==> config.mk <==
export PLATFORM = sky130hd
export DESIGN_NAME = ts_sample_aligner
export DESIGN_NICKNAME = d
export VERILOG_FILES = /design/src/rtl/ts_sample_aligner.sv
export SDC_FILE = /design/constraint.sdc
export NUM_CORES = 1
export LEC_CHECK = 0
export BUFFER_PORTS_ARGS = -buffer_cell sky130_fd_sc_hd__buf_4
export CAP_MARGIN = 20
export CORE_MARGIN = 4
export CORE_UTILIZATION = 53
export DETAILED_ROUTE_END_ITERATION = 8
export GPL_TIMING_DRIVEN = 0
export PLACE_DENSITY = 0.71
export SLEW_MARGIN = 20
export SYNTH_ARGS = -nofsm -noshare
export SYNTH_HDL_FRONTEND = slang
export SYNTH_SLANG_ARGS = --single-unit
==> constraint.sdc <==
create_clock -name clk -period 12.05 [get_ports clk]
set_input_delay 0.6025 -clock clk [delete_from_list [all_inputs] [get_ports clk]]
set_output_delay 0.6025 -clock clk [all_outputs]
set_load 0.02 [all_outputs]
==> src/rtl/ts_sample_aligner.sv <==
module ts_sample_aligner #(
  parameter int NLINKS   = 4,
  parameter int DW       = 16,
  parameter int MAX_SKEW = 8
) (
  input  logic                 clk,
  input  logic                 rst_n,
  input  logic                 realign_en,
  input  logic [NLINKS-1:0]    in_valid,
  input  logic [NLINKS-1:0]    in_mark,
  input  logic [NLINKS*DW-1:0] in_data,
  output logic [NLINKS-1:0]    out_valid,
  output logic [NLINKS-1:0]    out_mark,
  output logic [NLINKS*DW-1:0] out_data,
  output logic                 aligned,
  output logic                 skew_err
);
  localparam int OW = $clog2(MAX_SKEW);
  localparam int CW = $clog2(MAX_SKEW + 1);
  localparam int EW = DW + 2;

  typedef enum logic [1:0] {S_HUNT, S_MEAS, S_LOCK} st_t;

  st_t              st;
  logic [CW-1:0]    cnt;
  logic [NLINKS-1:0] seen, seen_eff, mk;
  logic [OW-1:0]    off   [NLINKS];
  logic [OW-1:0]    eff   [NLINKS];
  logic [OW-1:0]    d_new [NLINKS];
  logic [OW-1:0]    dly   [NLINKS];
  logic [OW-1:0]    maxo;
  logic             start, all_in, timeout;

  assign mk      = in_valid & in_mark;
  assign start   = |mk && (st == S_HUNT || (st == S_LOCK && realign_en));
  assign aligned = (st == S_LOCK);

  always_comb begin
    seen_eff = start ? mk : (seen | mk);
    maxo = '0;
    for (int i = 0; i < NLINKS; i++) begin
      eff[i] = start ? '0 : (seen[i] ? off[i] : cnt[OW-1:0]);
      if (eff[i] > maxo) maxo = eff[i];
    end
    for (int i = 0; i < NLINKS; i++) d_new[i] = maxo - eff[i];
  end

  assign all_in  = &seen_eff;
  assign timeout = (st == S_MEAS) && !all_in && (cnt == CW'(MAX_SKEW - 1));

  always_ff @(posedge clk) begin
    if (!rst_n) begin
      st       <= S_HUNT;
      cnt      <= '0;
      seen     <= '0;
      skew_err <= 1'b0;
      for (int i = 0; i < NLINKS; i++) begin
        off[i] <= '0;
        dly[i] <= '0;
      end
    end else if ((start || st == S_MEAS) && all_in) begin
      st       <= S_LOCK;
      skew_err <= 1'b0;
      seen     <= '0;
      for (int i = 0; i < NLINKS; i++) dly[i] <= d_new[i];
    end else if (start) begin
      st   <= S_MEAS;
      seen <= mk;
      cnt  <= CW'(1);
      for (int i = 0; i < NLINKS; i++) off[i] <= '0;
    end else if (timeout) begin
      st       <= S_HUNT;
      skew_err <= 1'b1;
      seen     <= '0;
    end else if (st == S_MEAS) begin
      seen <= seen | mk;
      cnt  <= cnt + CW'(1);
      for (int i = 0; i < NLINKS; i++)
        if (mk[i] && !seen[i]) off[i] <= cnt[OW-1:0];
    end
  end

  for (genvar g = 0; g < NLINKS; g++) begin : g_link
    logic [EW-1:0] sh [MAX_SKEW];
    logic [EW-1:0] q;

    always_ff @(posedge clk) begin
      if (!rst_n) begin
        for (int k = 0; k < MAX_SKEW; k++) sh[k] <= '0;
        q <= '0;
      end else begin
        sh[0] <= {in_valid[g], mk[g], in_data[g*DW +: DW]};
        for (int k = 1; k < MAX_SKEW; k++) sh[k] <= sh[k-1];
        q <= sh[dly[g]];
      end
    end

    assign out_valid[g]         = q[EW-1];
    assign out_mark[g]          = q[EW-2];
    assign out_data[g*DW +: DW] = q[DW-1:0];
  end
endmodule


==> results of run 1 <==
[area by class of cell]
type	instances	area, sq um
Buffer	128	509.2
Inverter	17	63.81
Timing Repair Buffer	148	1109
Tap cell	592	740.7
Clock buffer	99	1991
Sequential cell	683	13880
Clock inverter	17	188.9
Fill cell	3517	16480
Multi-Input combinational cell	1082	9350
[worst max-delay path by stage]
stage	startpoint	end	slack, ns	cells after the start
floorplan	realign_en	dly[0][2]	5.40	29
global placement	in_valid[3]	dly[0][8]	3.84	29
detailed placement	in_valid[3]	dly[0][8]	3.79	29
CTS	st[1]	dly[0][8]	4.11	29
global route	st[1]	dly[0][2]	3.55	29
finish	st[1]	dly[0][2]	4.13	29
[cell families after synthesis]
| logic type | count (synthesis) | share of synthesized area (%) |
|---|---|---|
| simple gates | 756 | 18.53 |
| fa+ha+maj | 18 | 1.072 |
| flops | 683 | 58.33 |
| mux | 228 | 17.16 |
| xor+xnor | 3 | 0.1104 |
| compound gates | 77 | 2.392 |
| buf+inv | 145 | 2.408 |
[cell usage in the layout (no fill, tap or decap), types with 4 or more instances in the layout]
master and instances:
and2_1 585, a31oi_1 5, inv_1 17, mux4_2 144
edfxtp_1 21, clkbuf_16 70, ha_1 14, and3_1 7
nand2b_1 4, a21oi_1 10, o21ai_0 18, buf_2 15
nand2_1 23, a32oi_1 5, nor3_1 4, buf_1 10
a211oi_1 4, clkinv_2 8, or3_1 6, nor2_1 101
nand3_1 8, clkbuf_1 118, dfxtp_1 662, clkbuf_8 13
buf_4 148, inv_6 4, mux2i_1 84, a32o_1 4
fa_1 4, o31ai_1 4
[per-stage QoR]
step	worst slack (ns)	total power [W]	cell area (sq um)	utilization [%]	hold slack (ns)
2_1_floorplan	5.401	0.002612	23800	-	0.4241
3_3_place_gp	3.842	0.002729	25650	57.87	0.4293
3_5_place_dp	3.791	0.002737	25660	57.89	0.4357
4_1_cts	4.110	0.004794	27840	62.81	0.1876
5_1_grt	3.550	0.004926	27840	62.81	0.1969
6_report	4.130	0.004757	27840	62.81	0.2110
[state kept, by name, indices dropped and copies added, names as in the netlist]
register and flops:
g_link.sh 576, seen 4, off 12, st 2, cnt 4, dly 12
skew_err 1, g_link.q 72
[routing by layer]
layer | up-vias | track usage (%) | share of wire (%)
li1 | 6865 | - | -
met1 | 7309 | 31.74 | 45
met2 | 386 | 35.57 | 46
met3 | 98 | 4.040 | 5.8
met4 | 0 | 8.143 | 2.6
met5 | - | 0 | 0
[power by group]
| group | internal [W] | leakage [nW] | switching [W] |
|---|---|---|---|
| logic | 0.000142 | 4.54 | 0.000201 |
| registers | 0.00232 | 5.60 | 0.0000250 |
| clock network | 0.00121 | 1.07 | 0.000856 |
[worst max-delay path: cells and delay by family, from the launching register on]
kind | cells | cell delay (ns)
AO/OA/AOI/OAI | 7 | 1.94
AND/OR/NAND/NOR | 10 | 1.72
flip-flops | 1 | 0.35
adder cells (fa/ha/maj) | 5 | 1.63
buffers and inverters | 4 | 1.28
multiplexers | 2 | 0.69
XOR/XNOR | 1 | 0.15
==> results.json, run 1 <==
{
  "rr_startpoint": "st[1]",
  "required_ns": 12.48,
  "io_buffers": 147,
  "yosys.area.top_type": "dfxtp_1",
  "cts_setup_buffers": 0,
  "max-cap-violations": 0,
  "numCtsBuffers": 68,
  "dp_cells": 2650,
  "p_leak_nw": 11.21,
  "routed_wl_microns": 54100,
  "syn_to_final_growth_pct": 16.94,
  "slew_viol_final": 0,
  "insertion_delay_ns": 0.60,
  "cts_tree": "yes",
  "clkTransAtPathRegs_ns": 0.06,
  "ctsResizeCount": 0,
  "start_kind": "flop",
  "stdcell_count": 2766,
  "grt_pass1_wl_microns": 85280,
  "synth-edff-count": 21,
  "gp_congestion": 0.8426,
  "drt_iter0_drc": 725,
  "syn-instance-count": 1910,
  "netlist.area_leader.share_pct": 55.68,
  "cts_buffer_depth": 3,
  "diodes": 0,
  "ys_ff_latch": 683,
  "die_h_microns": 219.9,
  "hold_path.class": "in2reg",
  "die_area_sq_um": 48360,
  "critical_path.slowest_cell": "clkbuf_1",
  "post-route-period-util_pct": 65.73,
  "ys_types": 56,
  "r2r-end": "dly[0][2]",
  "syn_area_per_cell_sq_um": 12.46,
  "cp.arrival_ns": 8.35,
  "path_class": "reg2reg",
  "final_antenna_net_count": 0,
  "ff2ff_path_depth": 29,
  "dp_hpwl_microns": 36920,
  "slowest_delay_ns": 0.56,
  "r2r_setup_slack_ns": 4.13,
  "viasPerCell": 5.299,
  "antenna_found_initial": 1,
  "async_flop_share_pct": 0,
  "fin_skew_ns": 0.01784,
  "max_clock_freq_mhz": 126.3,
  "ctsHtreeMaxLevel": 3,
  "yosysSeqAreaShare_pct": 58.33,
  "grt_max_degree": 15,
  "crit_fanout": 10,
  "yosys-top-cells-area": "dfxtp_1, and2_1, mux4_2",
  "start_util_pct": 53.71,
  "cts_hold_buf": 0,
  "crit_top_cell": "ha_1",
  "finalCriticalPeriod_ns": 7.920,
  "synth_most_common_cell": "dfxtp_1",
  "dr.pass1.iters": 5,
  "via_count": 14658,
  "yosys-top-cells-count": "dfxtp_1, and2_1, mux4_2",
  "post_drt_wl_per_cell_microns": 19.56,
  "fin_tns_setup_ns": 0,
  "outcome": "finished, final reports clean",
  "hp-start": "in_data[8]",
  "ir_drop_mv": 0.1000,
  "rsz0062_at_grt": "no",
  "min_to": "g_link[0].sh[0][8]",
  "cts-root-buf": "clkbuf_16",
  "num_io_pins": 149,
  "drc": 0,
  "hold_depth": 2,
  "slew_headroom_pct": 29.84,
  "setup_viol": 0,
  "cp-end-kind": "flop",
  "tightestPinTransition_ns": 1.052,
  "hold_violations": 0,
  "fp-row-count": 77,
  "grt_usage_pct": 22.63,
  "die_w_microns": 219.9,
  "synth_ff_type": "dfxtp_1",
  "grt_overflow": 0,
  "core_area_sq_um": 44320,
  "cts_sinks": 683,
  "netlist_area_sq_um": 23800,
  "grt_pass1_vias": 15268,
  "syn_nets": 2003,
  "power.density_nw_per_um2": 170.9,
  "yosysWarnings": 0,
  "layout-drive-gt1-share_pct": 19.14,
  "final_net_count": 2221
}
(Power assumes the default switching activity.)
==> run 2, diff against run 1 <==
--- a/config.mk
+++ b/config.mk
@@ -5,6 +5,7 @@
 export SDC_FILE = /design/constraint.sdc
 export NUM_CORES = 1
 export LEC_CHECK = 0
+export ABC_AREA = 1
 export BUFFER_PORTS_ARGS = -buffer_cell sky130_fd_sc_hd__buf_4
 export CAP_MARGIN = 20
 export CORE_MARGIN = 4
==> constraint.sdc (replaced) <==
create_clock -name clk -period 7.7 [get_ports clk]
set_input_delay 0.385 -clock clk [delete_from_list [all_inputs] [get_ports clk]]
set_output_delay 0.385 -clock clk [all_outputs]
set_load 0.02 [all_outputs]
==> run 2 against run 1 <==
Against the previous run:
- synthesized cell count rose by 67%
- critical endpoint is now dly[0][5]
- combinational power grew to 2.7 times the previous value
- clock skew is 0.0011 ns lower
- core utilization rose by 0.96 points
- critical path type is now in2reg
==> results.json, run 2 <==
{
  "max-cap-violations": 0,
  "final_net_count": 3556,
  "ys_ff_latch": 683,
  "yosysSeqAreaShare_pct": 56.43,
  "ys_types": 41,
  "grt_pass1_wl_microns": 103100,
  "p_leak_nw": 15.84,
  "cts_sinks": 683,
  "synthAdderAreaFrac_pct": 1.037,
  "power.density_nw_per_um2": 270.3,
  "fp-row-count": 78,
  "largest_reg_flops": 576,
  "setup_viol": 0,
  "numCtsBuffers": 67,
  "grt_overflow": 0,
  "die_area_sq_um": 49930,
  "p_clk_share_pct": 41.0,
  "layout-drive-gt1-share_pct": 7.894,
  "yosysWarnings": 0,
  "p_sw_w": 0.002006,
  "synth_top_family_by_area": "simple AND/OR/NAND/NOR gates",
  "critical_path.slowest_cell": "dlygate4sd3_1",
  "gp_congestion": 0.9090,
  "clkTransAtPathRegs_ns": 0.06,
  "via_count": 20523,
  "grt_usage_pct": 25.54,
  "final_antenna_net_count": 0,
  "placed_cell_area_sq_um": 26460,
  "fin_area_sq_um": 29130,
  "rsz0062_at_grt": "no",
  "synth_most_common_cell": "dfxtp_1",
  "core_area_sq_um": 45670,
  "dp_hpwl_microns": 46770,
  "cts_setup_buffers": 0,
  "power_frac_seq_pct": 47.0,
  "max_clock_freq_mhz": 162.0,
  "cts_buffer_depth": 3,
  "layout_common_cells": "dfxtp_1, nand2_1, inv_1",
  "netlist_area_sq_um": 24600,
  "outcome": "finished, final reports clean",
  "start_kind": "input pin",
  "start_util_pct": 53.87,
  "internal_power_w": 0.005867,
  "syn_to_final_growth_pct": 18.39,
  "syn-instance-count": 3197,
  "ctsHtreeMaxLevel": 3,
  "yosys-top-cells-count": "dfxtp_1, nand2_1, inv_1",
  "cts-root-buf": "clkbuf_16",
  "hold_path.class": "in2reg",
  "finalCriticalPeriod_ns": 6.174,
  "drc": 0,
  "fin_skew_ns": 0.01673,
  "synthMuxAreaShare_pct": 0,
  "insertion_delay_ns": 0.60,
  "switching_share_pct": 25.48,
  "synth_simple_gate_area_share_pct": 17.73,
  "synth_ff_type": "dfxtp_1",
  "yosys.area.top_type": "dfxtp_1",
  "die_h_microns": 223.5,
  "yosys-top-cells-area": "dfxtp_1, nand2_1, inv_1",
  "crit_top_cell": "nand2_1",
  "viasPerCell": 4.995,
  "antenna_found_initial": 0,
  "nFillCells": 3896,
  "syn_nets": 3290,
  "routed_wl_microns": 64850,
  "tightestPinTransition_ns": 0.8955,
  "regMostFlops": "g_link.sh",
  "grt_pass1_vias": 20065,
  "slowest_delay_ns": 0.54,
  "top_regs": "g_link.sh (576), g_link.q (72)",
  "grt_max_degree": 17,
  "required_ns": 8.04,
  "drt_iter0_drc": 1734,
  "netlist.area_leader.share_pct": 53.87,
  "async_flop_share_pct": 0,
  "num_io_pins": 149,
  "die_w_microns": 223.5,
  "io_buffers": 148,
  "cp-end-kind": "flop",
  "synth_xor_area_share_pct": 0.1780,
  "cts_tree": "yes",
  "post_drt_wl_per_cell_microns": 15.78,
  "stdcell_count": 4109,
  "fin_tns_setup_ns": 0,
  "combPwrFrac_pct": 12.0,
  "slew_viol_final": 0,
  "syn_area_per_cell_sq_um": 7.695,
  "layout_commonest_cell": "dfxtp_1",
  "cp.arrival_ns": 6.52,
  "path_class": "in2reg",
  "synth_compound_area_share_pct": 12.33,
  "slew_headroom_pct": 40.30,
  "dr.pass1.iters": 7,
  "crit_fanout": 8,
  "diodes": 0,
  "synth-edff-count": 21,
  "ir_drop_mv": 0.1727,
  "hold_violations": 0,
  "dp_cells": 3945,
  "post-route-period-util_pct": 80.19
}
run 2: changes by cell type after synthesis, moves of 65 or more:
cell	before	now
a31oi_1	5	75
inv_1	17	611
nor2_1	101	475
o21ai_0	19	375
o22ai_1	0	72
mux2i_1	84	0
nand2_1	23	620
clkbuf_1	102	167
and2_1	585	4
mux4_2	144	0
run 2: cell families (layout without fill, tap and decap cells):
family / count (synthesis) / count (layout)
compound gates: 558 / 558
flops: 683 / 683
xor+xnor: 5 / 5
simple gates: 1130 / 1130
fa+ha+maj: 18 / 18
buf+inv: 803 / 1115
run 2: what timing repair did:
| item | CTS | global route |
|---|---|---|
| hold buffers | 49 | 0 |
| hold endpoints to repair | 49 | 0 |
| resized for setup | 0 | 0 |
run 2: worst paths after layout:
| check | start | to | slack, ns | cells after the start |
|---|---|---|---|---|
| setup / recovery | in_valid[3] | dly[0][5] | 1.53 | 34 |
| hold / removal | in_data[48] | g_link[3].sh[0][0] | 0.02 | 3 |
| setup reg to reg | st[1] | dly[0][5] | 1.80 | 33 |
| hold reg to reg | g_link[3].sh[6][13] | g_link[3].sh[7][13] | 0.41 | 2 |
run 2: per-layer routing:
layer  vias to the layer above  track usage, %  routed length (microns)
met2                       721           43.78                    30980
met1                      9442           32.16                    26920
li1                      10206               -                        -
met5                         -               0                        0
met4                         0           10.70                     2421
met3                       154           4.079                     4523
run 2: through the flow:
stage	total power, W	worst slack (ns)	util [%]	hold WS, ns
global route	0.008194	0.9563	63.77	0.02259
finish	0.007872	1.526	63.77	0.02231
floorplan	0.004386	2.461	-	0.4035
CTS	0.007909	1.573	63.77	0.001655
global placement	0.004662	1.690	57.94	0.4047
detailed placement	0.004690	1.493	57.94	0.4110
run 2: power by group through the flow:
stage	clock network (W)	logic [W]	registers [W]
after floorplan	0	0.000592	0.00379
after CTS	0.00327	0.000940	0.00370
final	0.00323	0.000943	0.00370
after global placement	0	0.000889	0.00377
after global routing	0.00342	0.00107	0.00371
after detailed placement	0	0.000915	0.00378
run 2: final cells by class:
| type | instances | area (sq um) | share of cell area [%] |
|---|---|---|---|
| flip-flops and latches | 683 | 13880 | 47.66 |
| multi-input cells | 1711 | 7695 | 26.42 |
| inverters | 627 | 2354 | 8.080 |
| clock buffers | 95 | 1963 | 6.740 |
| repair buffers | 197 | 1602 | 5.498 |
| well taps | 600 | 750.7 | 2.577 |
| plain buffers | 176 | 670.6 | 2.302 |
| clock inverters | 20 | 210.2 | 0.7217 |
run 2: worst max-delay path: cells and delay by family:
family / cells / cell delay [ns]
compound gates: 10 / 2.16
xor+xnor: 2 / 0.37
fa+ha+maj: 5 / 1.48
buf+inv: 7 / 1.09
simple gates: 10 / 1.04
==> run 3, diff against run 2 <==
==> constraint.sdc (replaced) <==
create_clock -name clk -period 6.3 [get_ports clk]
set_input_delay 0.315 -clock clk [delete_from_list [all_inputs] [get_ports clk]]
set_output_delay 0.315 -clock clk [all_outputs]
set_load 0.02 [all_outputs]
==> run 3 against run 2 <==
Against the previous run:
- first-iteration DRC count shrank 2.0%
- critical path depth shrank 3
- clock skew shrank 0.00058 ns
- via count grew 0.60%
- cell area grew 0.90%
- clock power grew 22%
- non-clock buffer count grew 24
- critical path type unchanged
==> results.json, run 3 (same netlist as run 2, synthesis figures left out) <==
{
  "outcome": "finished, final reports clean",
  "finalCriticalPeriod_ns": 5.841,
  "hold_violations": 0,
  "top_regs": "g_link.sh (576), g_link.q (72)",
  "final_antenna_net_count": 0,
  "dp_cells": 3945,
  "dr.pass1.iters": 6,
  "use_met1_pct": 32.17,
  "die_w_microns": 223.5,
  "core_area_sq_um": 45670,
  "grt_pass1_wl_microns": 103600,
  "fin_skew_ns": 0.01615,
  "insertion_delay_ns": 0.60,
  "max-cap-violations": 0,
  "fin_tns_setup_ns": 0,
  "regMostFlops": "g_link.sh",
  "ctsHtreeMaxLevel": 3,
  "io_buffers": 148,
  "max_clock_freq_mhz": 171.2,
  "dp_hpwl_microns": 46770,
  "post-route-period-util_pct": 92.72,
  "stdcell_count": 4133,
  "grt_use_met2_pct": 44.21,
  "rr_startpoint": "st[1]",
  "grt_max_degree": 17,
  "startpoint": "in_valid[3]",
  "layout_commonest_cell": "dfxtp_1",
  "ir_drop_mv": 0.2330,
  "cp.arrival_ns": 6.18,
  "grt.met3_usage_pct": 4.092,
  "start_util_pct": 53.87,
  "layout-drive-gt1-share_pct": 8.067,
  "drc": 0,
  "diodes": 0,
  "die_area_sq_um": 49930,
  "tightestPinTransition_ns": 0.9171,
  "post_drt_wl_per_cell_microns": 15.85,
  "crit_top_cell": "nand2_1",
  "required_ns": 6.64,
  "fin_util_pct": 64.35,
  "slew_viol_final": 0,
  "final_net_count": 3580,
  "crit_fanout": 6,
  "grt_pass1_vias": 20190,
  "clkTransAtPathRegs_ns": 0.06,
  "slew_headroom_pct": 38.86,
  "cts-root-buf": "clkbuf_16",
  "die_h_microns": 223.5,
  "p_leak_nw": 15.95,
  "drt_iter0_drc": 1699,
  "via_count": 20647,
  "routed_wl_microns": 65520,
  "numCtsBuffers": 67,
  "antenna_found_initial": 0,
  "syn_to_final_growth_pct": 19.46,
  "critical_path.slowest_cell": "dlygate4sd3_1",
  "power.density_nw_per_um2": 330.4,
  "cts_sinks": 683,
  "path_class": "in2reg",
  "cts_tree": "yes",
  "grt_overflow": 0,
  "start_kind": "input pin",
  "largest_reg_flops": 576,
  "grt_usage_pct": 25.71,
  "layout_common_cells": "dfxtp_1, nand2_1, inv_1",
  "hold_path.class": "in2reg",
  "slowest_delay_ns": 0.54,
  "viasPerCell": 4.996,
  "cts_buffer_depth": 3,
  "gp_congestion": 0.9090,
  "cp-end-kind": "flop",
  "fp-row-count": 78,
  "top_usage_layer": "met2",
  "setup_viol": 0,
  "hp-start": "in_mark[1]",
  "num_io_pins": 149,
  "nFillCells": 3867
}
## run 3: cell type report
type                    count  area (sq um)  area share [%]
clock buffers              95          1963           6.680
inverters                 627          2354           8.008
multi-input cells        1711          7726           26.29
repair buffers            221          1832           6.233
plain buffers             176         670.6           2.282
clock inverters            20         210.2          0.7152
flip-flops and latches    683         13880           47.24
well taps                 600         750.7           2.554
## run 3: worst paths after layout
kind | endpoint | slack, ns | cells past startpoint
max | dly[0][5] | 0.46 | 31
min | g_link[1].sh[0][16] | 0.09 | 3
max reg2reg | dly[0][5] | 0.57 | 31
min reg2reg | g_link[3].sh[2][11] | 0.41 | 2
## run 3: per-layer routing
layer  wire length, microns  vias to the layer above
met3                   4525                      158
met2                  31290                      734
li1                       -                    10254
met5                      0                        -
met4                   2532                        0
met1                  27170                     9501
## run 3: power breakdown
part / total, W / leakage (nW) / internal [W] / switching, W
sequential: 0.00452 / 5.62 / 0.00446 / 0.0000584
combinational: 0.00124 / 9.25 / 0.000455 / 0.000781
clock: 0.00395 / 1.08 / 0.00230 / 0.00165
total: 0.00971 / 15.9 / 0.00722 / 0.00249
## run 3: worst max-delay path, delay by kind of cell
family,cells,cell delay (ns)
AOI/OAI and AO/OA,9,1.87
xor gates and xnor gates,2,0.36
adders and majority gates,5,1.65
buffers and inverters,6,1.07
and+or+nand+nor,9,0.93
## run 3: repair_timing
action / CTS / global route
buffers inserted: 0 / 4
hold buffers: 69 / 0
endpoints found under the hold margin: 69 / 0
endpoints found under the setup margin: 0 / 8
resized for setup: 0 / 7
## run 3: stage by stage
step	hold WS, ns	setup slack, ns	cell area [sq um]	total power, W
2_1_floorplan	0.4035	1.131	24600	0.005360
3_3_place_gp	0.4047	0.3596	26460	0.005698
3_5_place_dp	0.4110	0.1629	26460	0.005732
4_1_cts	0.06894	0.2430	29330	0.009677
5_1_grt	0.08299	-0.03121	29390	0.01010
6_report	0.08835	0.4588	29390	0.009711
